File: src/rtl/tsw_fp_pkg.sv
// Package: shared types for the frame pulse format detector and bit timer.
// Assumes nothing; holds only the format encoding used across the block.
package tsw_fp_pkg;

    // Backplane format encoding; the value matches the top-level flag.
    typedef enum logic {
        FMT_STBUS = 1'b0,   // active-low frame pulse
        FMT_GCI   = 1'b1    // active-high frame pulse
    } fp_fmt_e;

endpackage

File: src/rtl/tsw_fp_sync.sv
// Module: tsw_fp_sync
// Brings WIDTH asynchronous signals into the system clock domain through
// STAGES flops each and flags rising and falling transitions for one cycle.
// Assumes STAGES >= 2 and that each input holds for at least two cycles.
module tsw_fp_sync #(
    parameter int WIDTH  = 2,
    parameter int STAGES = 2
) (
    input  logic             clk,
    input  logic             rst_n,
    input  logic [WIDTH-1:0] async_i,
    output logic [WIDTH-1:0] rise_o,
    output logic [WIDTH-1:0] fall_o
);

    for (genvar g = 0; g < WIDTH; g++) begin : g_line
        logic [STAGES-1:0] chain_q;
        logic              prev_q;

        // Shift the input through the synchroniser and remember the last level.
        always_ff @(posedge clk) begin
            if (!rst_n) begin
                chain_q <= '0;
                prev_q  <= 1'b0;
            end else begin
                chain_q <= {chain_q[STAGES-2:0], async_i[g]};
                prev_q  <= chain_q[STAGES-1];
            end
        end

        assign rise_o[g] =  chain_q[STAGES-1] & ~prev_q;
        assign fall_o[g] = ~chain_q[STAGES-1] &  prev_q;
    end

endmodule

File: src/rtl/tsw_fp_detect.sv
// Module: tsw_fp_detect
// Measures each frame-pulse level run in rising serial clock edges and
// qualifies short runs as frame pulses, which fixes the backplane format.
// Tracks the spacing between qualified pulses to maintain a lock flag.
// Assumes pulse transitions never share a system cycle with a clock edge.
module tsw_fp_detect
    import tsw_fp_pkg::*;
#(
    parameter int MAX_PULSE_CLKS = 2,
    parameter int FRAME_CLKS     = 512
) (
    input  logic    clk,
    input  logic    rst_n,
    input  logic    sclk_rise,
    input  logic    fp_rise,
    input  logic    fp_fall,
    output logic    pulse_ok_o,
    output fp_fmt_e fmt_o,
    output logic    locked_o
);

    localparam int RUN_W = $clog2(MAX_PULSE_CLKS + 2);
    localparam int PER_W = $clog2(FRAME_CLKS + 2);
    localparam logic [RUN_W-1:0] RUN_MAX   = RUN_W'(MAX_PULSE_CLKS);
    localparam logic [RUN_W-1:0] RUN_SAT   = RUN_W'(MAX_PULSE_CLKS + 1);
    localparam logic [PER_W-1:0] PER_FRAME = PER_W'(FRAME_CLKS);
    localparam logic [PER_W-1:0] PER_SAT   = PER_W'(FRAME_CLKS + 1);

    logic [RUN_W-1:0] run_q;
    logic [PER_W-1:0] per_q;
    logic             seen_q;
    logic             fp_edge;
    fp_fmt_e          pulse_fmt;
    fp_fmt_e          fmt_q;
    logic             locked_q;

    assign fp_edge    = fp_rise | fp_fall;
    assign pulse_fmt  = fp_fall ? FMT_GCI : FMT_STBUS;
    assign pulse_ok_o = fp_edge && seen_q && (run_q != '0) && (run_q <= RUN_MAX);

    // Count rising clock edges within the current pulse-level run.
    always_ff @(posedge clk) begin
        if (!rst_n) begin
            run_q  <= '0;
            seen_q <= 1'b0;
        end else if (fp_edge) begin
            run_q  <= '0;
            seen_q <= 1'b1;
        end else if (sclk_rise && run_q != RUN_SAT) begin
            run_q <= run_q + 1'b1;
        end
    end

    // Count rising clock edges since the last qualified pulse.
    always_ff @(posedge clk) begin
        if (!rst_n) begin
            per_q <= PER_SAT;
        end else if (pulse_ok_o) begin
            per_q <= '0;
        end else if (sclk_rise && per_q != PER_SAT) begin
            per_q <= per_q + 1'b1;
        end
    end

    // Hold the format and judge each qualified pulse against the frame period.
    always_ff @(posedge clk) begin
        if (!rst_n) begin
            fmt_q    <= FMT_STBUS;
            locked_q <= 1'b0;
        end else if (pulse_ok_o) begin
            fmt_q    <= pulse_fmt;
            locked_q <= (per_q == PER_FRAME) && (pulse_fmt == fmt_q);
        end else if (sclk_rise && per_q == PER_FRAME) begin
            locked_q <= 1'b0;
        end
    end

    assign fmt_o    = fmt_q;
    assign locked_o = locked_q;

endmodule

File: src/rtl/tsw_fp_timer.sv
// Module: tsw_fp_timer
// Bit cell timer: picks the boundary and sampling clock edges from the
// format, emits boundary, sample and frame-start strobes, and keeps the
// bit and channel counts. A qualified pulse forces the next boundary to
// channel 0, bit 0; otherwise the timer free-runs.
// Assumes a qualified pulse never shares a cycle with a clock edge.
module tsw_fp_timer
    import tsw_fp_pkg::*;
#(
    parameter int BITS_PER_CHAN = 8,
    parameter int CHANNELS      = 32
) (
    input  logic                        clk,
    input  logic                        rst_n,
    input  logic                        sclk_rise,
    input  logic                        sclk_fall,
    input  fp_fmt_e                     fmt,
    input  logic                        pulse_ok,
    output logic                        frame_start_o,
    output logic                        bit_boundary_o,
    output logic                        sample_o,
    output logic [$clog2(CHANNELS)-1:0] chan_o,
    output logic [$clog2(BITS_PER_CHAN)-1:0] bit_o
);

    localparam int BIT_W  = $clog2(BITS_PER_CHAN);
    localparam int CHAN_W = $clog2(CHANNELS);
    localparam logic [BIT_W-1:0]  LAST_BIT  = BIT_W'(BITS_PER_CHAN - 1);
    localparam logic [CHAN_W-1:0] LAST_CHAN = CHAN_W'(CHANNELS - 1);

    logic              armed_q;
    logic              pending_q;
    logic              late_q;
    logic              bnd_edge;
    logic              opp_edge;
    logic [BIT_W-1:0]  bit_q;
    logic [CHAN_W-1:0] chan_q;
    logic              fs_q;
    logic              bb_q;
    logic              smp_q;

    assign bnd_edge = (fmt == FMT_GCI) ? sclk_rise : sclk_fall;
    assign opp_edge = (fmt == FMT_GCI) ? sclk_fall : sclk_rise;

    // Advance the half-cell phase, the counters and the strobes.
    always_ff @(posedge clk) begin
        if (!rst_n) begin
            armed_q   <= 1'b0;
            pending_q <= 1'b0;
            late_q    <= 1'b0;
            bit_q     <= '0;
            chan_q    <= '0;
            fs_q      <= 1'b0;
            bb_q      <= 1'b0;
            smp_q     <= 1'b0;
        end else begin
            fs_q  <= 1'b0;
            bb_q  <= 1'b0;
            smp_q <= 1'b0;
            if (pulse_ok) begin
                armed_q   <= 1'b1;
                pending_q <= 1'b1;
            end else if (armed_q) begin
                if (bnd_edge) begin
                    if (pending_q || late_q) begin
                        bb_q      <= 1'b1;
                        pending_q <= 1'b0;
                        late_q    <= 1'b0;
                        if (pending_q) begin
                            bit_q  <= '0;
                            chan_q <= '0;
                            fs_q   <= 1'b1;
                        end else if (bit_q == LAST_BIT) begin
                            bit_q <= '0;
                            if (chan_q == LAST_CHAN) begin
                                chan_q <= '0;
                                fs_q   <= 1'b1;
                            end else begin
                                chan_q <= chan_q + 1'b1;
                            end
                        end else begin
                            bit_q <= bit_q + 1'b1;
                        end
                    end else begin
                        late_q <= 1'b1;
                    end
                end
                if (opp_edge && late_q && !pending_q) begin
                    smp_q <= 1'b1;
                end
            end
        end
    end

    assign frame_start_o  = fs_q;
    assign bit_boundary_o = bb_q;
    assign sample_o       = smp_q;
    assign chan_o         = chan_q;
    assign bit_o          = bit_q;

endmodule

File: src/rtl/tsw_frame_timer.sv
// Module: tsw_frame_timer (top)
// Frame pulse format detector and bit timer for a serial backplane.
// Synchronises the serial clock and frame pulse, detects the format and
// lock, and drives the bit cell timer.
// Assumes the system clock runs at least 4x the serial clock.
module tsw_frame_timer
    import tsw_fp_pkg::*;
#(
    parameter int SYNC_STAGES    = 2,
    parameter int MAX_PULSE_CLKS = 2,
    parameter int BITS_PER_CHAN  = 8,
    parameter int CHANNELS       = 32
) (
    input  logic                             clk,
    input  logic                             rst_n,
    input  logic                             sclk_i,
    input  logic                             fpulse_i,
    output logic                             fmt_gci_o,
    output logic                             locked_o,
    output logic                             frame_start_o,
    output logic                             bit_boundary_o,
    output logic                             sample_o,
    output logic [$clog2(CHANNELS)-1:0]      chan_o,
    output logic [$clog2(BITS_PER_CHAN)-1:0] bit_o
);

    // Two serial clocks per bit cell.
    localparam int FRAME_CLKS = 2 * BITS_PER_CHAN * CHANNELS;
    localparam int IDX_SCLK   = 0;
    localparam int IDX_FP     = 1;

    logic [1:0] rise;
    logic [1:0] fall;
    logic       pulse_ok;
    fp_fmt_e    fmt;

    tsw_fp_sync #(.WIDTH(2), .STAGES(SYNC_STAGES)) u_sync (
        .clk     (clk),
        .rst_n   (rst_n),
        .async_i ({fpulse_i, sclk_i}),
        .rise_o  (rise),
        .fall_o  (fall)
    );

    tsw_fp_detect #(.MAX_PULSE_CLKS(MAX_PULSE_CLKS), .FRAME_CLKS(FRAME_CLKS)) u_detect (
        .clk        (clk),
        .rst_n      (rst_n),
        .sclk_rise  (rise[IDX_SCLK]),
        .fp_rise    (rise[IDX_FP]),
        .fp_fall    (fall[IDX_FP]),
        .pulse_ok_o (pulse_ok),
        .fmt_o      (fmt),
        .locked_o   (locked_o)
    );

    tsw_fp_timer #(.BITS_PER_CHAN(BITS_PER_CHAN), .CHANNELS(CHANNELS)) u_timer (
        .clk            (clk),
        .rst_n          (rst_n),
        .sclk_rise      (rise[IDX_SCLK]),
        .sclk_fall      (fall[IDX_SCLK]),
        .fmt            (fmt),
        .pulse_ok       (pulse_ok),
        .frame_start_o  (frame_start_o),
        .bit_boundary_o (bit_boundary_o),
        .sample_o       (sample_o),
        .chan_o         (chan_o),
        .bit_o          (bit_o)
    );

    assign fmt_gci_o = (fmt == FMT_GCI);

endmodule

File: config.mk
export PLATFORM = sky130hd
export DESIGN_NAME = tsw_frame_timer
export DESIGN_NICKNAME = d
export VERILOG_FILES = /design/src/rtl/tsw_fp_pkg.sv /design/src/rtl/tsw_fp_sync.sv /design/src/rtl/tsw_fp_detect.sv /design/src/rtl/tsw_fp_timer.sv /design/src/rtl/tsw_frame_timer.sv
export SDC_FILE = /design/constraint.sdc
export NUM_CORES = 1
export LEC_CHECK = 0
export ABC_AREA = 1
export ABC_CLOCK_PERIOD_IN_PS = 3100
export BUFFER_PORTS_ARGS = -buffer_cell sky130_fd_sc_hd__buf_4
export CORE_MARGIN = 2
export CORE_UTILIZATION = 54
export DETAILED_ROUTE_END_ITERATION = 6
export PLACE_DENSITY = 0.74
export SETUP_SLACK_MARGIN = 0.4
export SLEW_MARGIN = 20
export SYNTH_ARGS = -nofsm -noshare
export SYNTH_HDL_FRONTEND = slang
export SYNTH_HIERARCHICAL = 1
export SYNTH_SLANG_ARGS = --single-unit
export TNS_END_PERCENT = 50
File: constraint.sdc
create_clock -name clk -period 3.1 [get_ports clk]
set_clock_uncertainty 0.2 [all_clocks]
set_input_delay 0.155 -clock clk [delete_from_list [all_inputs] [get_ports clk]]
set_output_delay 0.155 -clock clk [all_outputs]
set_load 0.1 [all_outputs]
==> results list <==
- Result of the run: finished, final reports clean
* Fraction of final layout cells with drive strength greater than 1: 12.9%
* Total wire length after detailed routing: 3280 um
- Mapped Nets: 274
* Post-detailed-route DRC marker count: 0
- STA puts the critical path data required time at 3180 ps.
- Syn Inst Count: 261
- First-pass GRT wire length: 5580 um
* Overall routing resource usage: 19.9%
* Count of different cell masters after synthesis: 26
- Fill cells: 300
- Routability-driven placement finished with a final weighted congestion of 0.776.
- H-tree levels: 2
- In the routed layout, each cell is associated on average with a via count of 4.68.
- Start-to-end type of the worst setup path: reg -> reg
* CTS buffer count: 5
- The largest single stage delay on the critical path is 370 ps.
- For this design the static power due to leakage is 1.00 nW.
* Number of antenna-violating nets in the routed design: 0
- The number of slew-limit violations in the final report is 0.
- Final instance area: 2070 um2
- 17 I/O pins were placed.
* Ordered list of cells on the worst path: inv_1 -> ha_1 -> nor2_1 -> nand2_1 -> nor2_2 -> inv_1 -> nand2_1 -> nor2_2 -> inv_1 -> nand3_1 -> nand2_1
- Across the whole layout, storage elements account for 701 um2.
- Buffers & Inverters on Critical Path: 3
* Sum of negative setup slack: 0 ps
- After clock tree synthesis, the repair step resized 0 gates.
* Number of nets in the layout: 299
* Initial core utilization: 55.5%
- The region available for standard cell placement spans 3280 um2.
- Power density cells: 350 nW/um2
- HPWL Detailed: 2310 um
- After detailed placement, the total cell area comes to 1970 um2.
- In this run, synthesis produced a sequential element count of 35.
* Slew at the pin closest to its max-slew limit: 467 ps
* Synth-to-layout area growth: 13.6%
- STA classifies the critical path startpoint as a flop.
- Clock-pin slew was measured on the worst setup and hold paths at 100 ps.
- The detailed router finished its first iteration with 110 violations.
- In this run the mean area of a mapped cell was 6.98 um2.
- Number of buffers on the longest clock path: 2
* Library cell contributing the largest single delay on the critical path: sky130_fd_sc_hd__dfxtp_1
- The Yosys step of the flow raised 6 warnings.
- Max IR drop VDD: 0.000294 V
- Dividing the detail-routed wire length by the instance count gives 9.86 um.
* Quantity of I/O buffers inserted on ports: 16
- Data on the critical path arrives at its endpoint at 1910 ps.
- Number of search-and-repair iterations in the first detailed-routing pass: 5
- The initial antenna violation count came to 0.
* Antenna fix cells: 0
* TritonCTS Sinks: 35
- The final route contains 1,558 vias.
- Cell area after synthesis: 1820 um2
* Number of global-route vias before repair: 1,325
- Type of destination of the critical path: flop
- Of the available clock period, the critical path in the final layout requires 59.2%.
* Total of endpoints with negative setup slack in the final report: 0
- Across the run, the number of max-cap violations was 0.
- Library cell used as clock root buffer: sky130_fd_sc_hd__clkbuf_4
- Die ar.: 3850 um2
- Width of the die: 62.1 um
- Achievable frequency: 0.545 GHz
* Overflow left after global routing: 0
- Proportion of netlist area held by the largest area contributor: 38.5%
- Clock latency on the worst-skew pair: 330 ps
- Portion of the post-synthesis area used by sequential elements: 38.5%
- Maximum fanout along the worst path: 5
* Hold Path Class: reg -> reg
* Area occupied by multi-input gates: 911 um2
- Pin count of the biggest net entering global routing: 26
- In this run the tightest slew margin relative to its limit is 68.8%.
- CTS tree: built
- The floorplan has 21 rows.
- The final count of hold timing violations came to 0.
* RSZ-0062 raised after global routing: false
* Minimum clock period: 1840 ps
- Die Height: 62.1 um
- Post-synth top area cell: sky130_fd_sc_hd__dfxtp_1
* Top delay family on crit path: simple AND/OR/NAND/NOR gates
* Main area contributors after synthesis: sky130_fd_sc_hd__dfxtp_1 38%, sky130_fd_sc_hd__nand2_1 12%, sky130_fd_sc_hd__inv_1 9.5%
Yosys cell counts:
cell type / n
sky130_fd_sc_hd__nand2_1: 59
sky130_fd_sc_hd__inv_1: 46
sky130_fd_sc_hd__nor2_1: 38
sky130_fd_sc_hd__dfxtp_1: 35
sky130_fd_sc_hd__nand3_1: 17
sky130_fd_sc_hd__a21oi_1: 12
sky130_fd_sc_hd__ha_1: 9
sky130_fd_sc_hd__nand4_1: 9
sky130_fd_sc_hd__nor2_2: 8
sky130_fd_sc_hd__o21ai_0: 5
sky130_fd_sc_hd__xor2_1: 4
sky130_fd_sc_hd__a211oi_1: 2
sky130_fd_sc_hd__nand2_2: 2
sky130_fd_sc_hd__nand3b_1: 2
sky130_fd_sc_hd__nor3_1: 2
sky130_fd_sc_hd__buf_2: 1
sky130_fd_sc_hd__buf_6: 1
sky130_fd_sc_hd__clkbuf_8: 1
sky130_fd_sc_hd__clkinv_1: 1
sky130_fd_sc_hd__inv_2: 1
sky130_fd_sc_hd__nand3_2: 1
sky130_fd_sc_hd__nand3_4: 1
sky130_fd_sc_hd__nor2_4: 1
sky130_fd_sc_hd__nor4_1: 1
sky130_fd_sc_hd__o21ai_4: 1
sky130_fd_sc_hd__xnor2_1: 1
where the power goes:
| group | total (mW) | switching [mW] | internal (mW) |
|---|---|---|---|
| Clock | 0.231 | 0.142 | 0.0884 |
| Combinational | 0.0354 | 0.0220 | 0.0134 |
| Sequential | 0.458 | 0.00285 | 0.455 |
| Total | 0.724 | 0.167 | 0.557 |
layer usage:
metal	GRT usage, %	wire length [um]	vias to the layer above
met5	0	0	-
met4	9.12	38	0
met3	4.35	124	4
met2	29.0	1400	32
met1	28.0	1720	663
li1	-	-	859
registers in the layout (all words and copies together) (netlist names):
register	flops
u_detect/per_q	10
u_timer/chan_o	5
u_sync/g_line.chain_q	4
u_timer/bit_o	3
u_detect/run_q	2
u_sync/g_line.prev_q	2
u_detect/fmt_o	1
u_detect/locked_o	1
u_detect/seen_q	1
u_timer/armed_q	1
u_timer/bit_boundary_o	1
u_timer/frame_start_o	1
u_timer/late_q	1
u_timer/pending_q	1
u_timer/sample_o	1
cell type report:
type / instances / share of cell area [%]
clock buffers: 7 / 2.18
clock inverters: 1 / 0.242
inverters: 48 / 8.71
multi-input cells: 175 / 44.0
flip-flops and latches: 35 / 33.9
well taps: 46 / 2.78
repair buffers: 21 / 8.22
layout by cell type, fill, tap and decap left out, types with 8 or more instances in the layout:
cell                      synthesis  routed
sky130_fd_sc_hd__nand2_1         59      59
sky130_fd_sc_hd__inv_1           46      46
sky130_fd_sc_hd__nor2_1          38      38
sky130_fd_sc_hd__dfxtp_1         35      35
sky130_fd_sc_hd__nand3_1         17      17
sky130_fd_sc_hd__buf_4            0      16
sky130_fd_sc_hd__a21oi_1         12      12
sky130_fd_sc_hd__nand4_1          9       9
sky130_fd_sc_hd__ha_1             9       9
sky130_fd_sc_hd__nor2_2           8       8
path summary, 6_finish.rpt:
| path | cells past startpoint | slack (ps) | start | to |
|---|---|---|---|---|
| setup / recovery | 11 | 1260 | u_detect/run_q[0] | u_timer/bit_o[2] |
| hold / removal | 2 | 220 | u_sync/g_line[0].chain_q[0] | u_sync/g_line[0].chain_q[1] |
| setup reg to reg | 11 | 1260 | u_detect/run_q[0] | u_timer/bit_o[2] |
| hold reg to reg | 2 | 220 | u_sync/g_line[0].chain_q[0] | u_sync/g_line[0].chain_q[1] |
repair_timing:
| item | CTS | global route |
|---|---|---|
| hold buffers | 5 | 0 |
| endpoints found under the hold margin | 15 | 0 |
| setup buffers | 0 | 0 |
metrics by stage:
step                      hold slack, ps  util, %  power (mW)  setup slack (ps)  std cells
after floorplan                     39.5        -       0.489               829        261
after global placement               131     60.0       0.498              1330        320
after detailed placement             137     60.0       0.498              1280        320
after CTS                            225     63.0       0.734              1280        333
after global routing                 253     63.0       0.757               971        333
final                                223     63.0       0.724              1260        333
tightest hold or removal path, cell delays in order, from the launching register on:
cell and delay [ps]:
sky130_fd_sc_hd__dfxtp_1 310, sky130_fd_sc_hd__nand2_1 50, sky130_fd_sc_hd__inv_1 30
cells by family (layout without fill, tap and decap cells):
logic type | after synthesis | in the layout | synth area share (%)
buffers and inverters | 51 | 77 | 11.5
adders and majority gates | 9 | 9 | 6.18
AOI/OAI and AO/OA | 20 | 20 | 6.39
DFF | 35 | 35 | 38.5
xor gates and xnor gates | 5 | 5 | 2.40
and+or+nand+nor | 141 | 141 | 35.0
(Power assumes the default switching activity.)
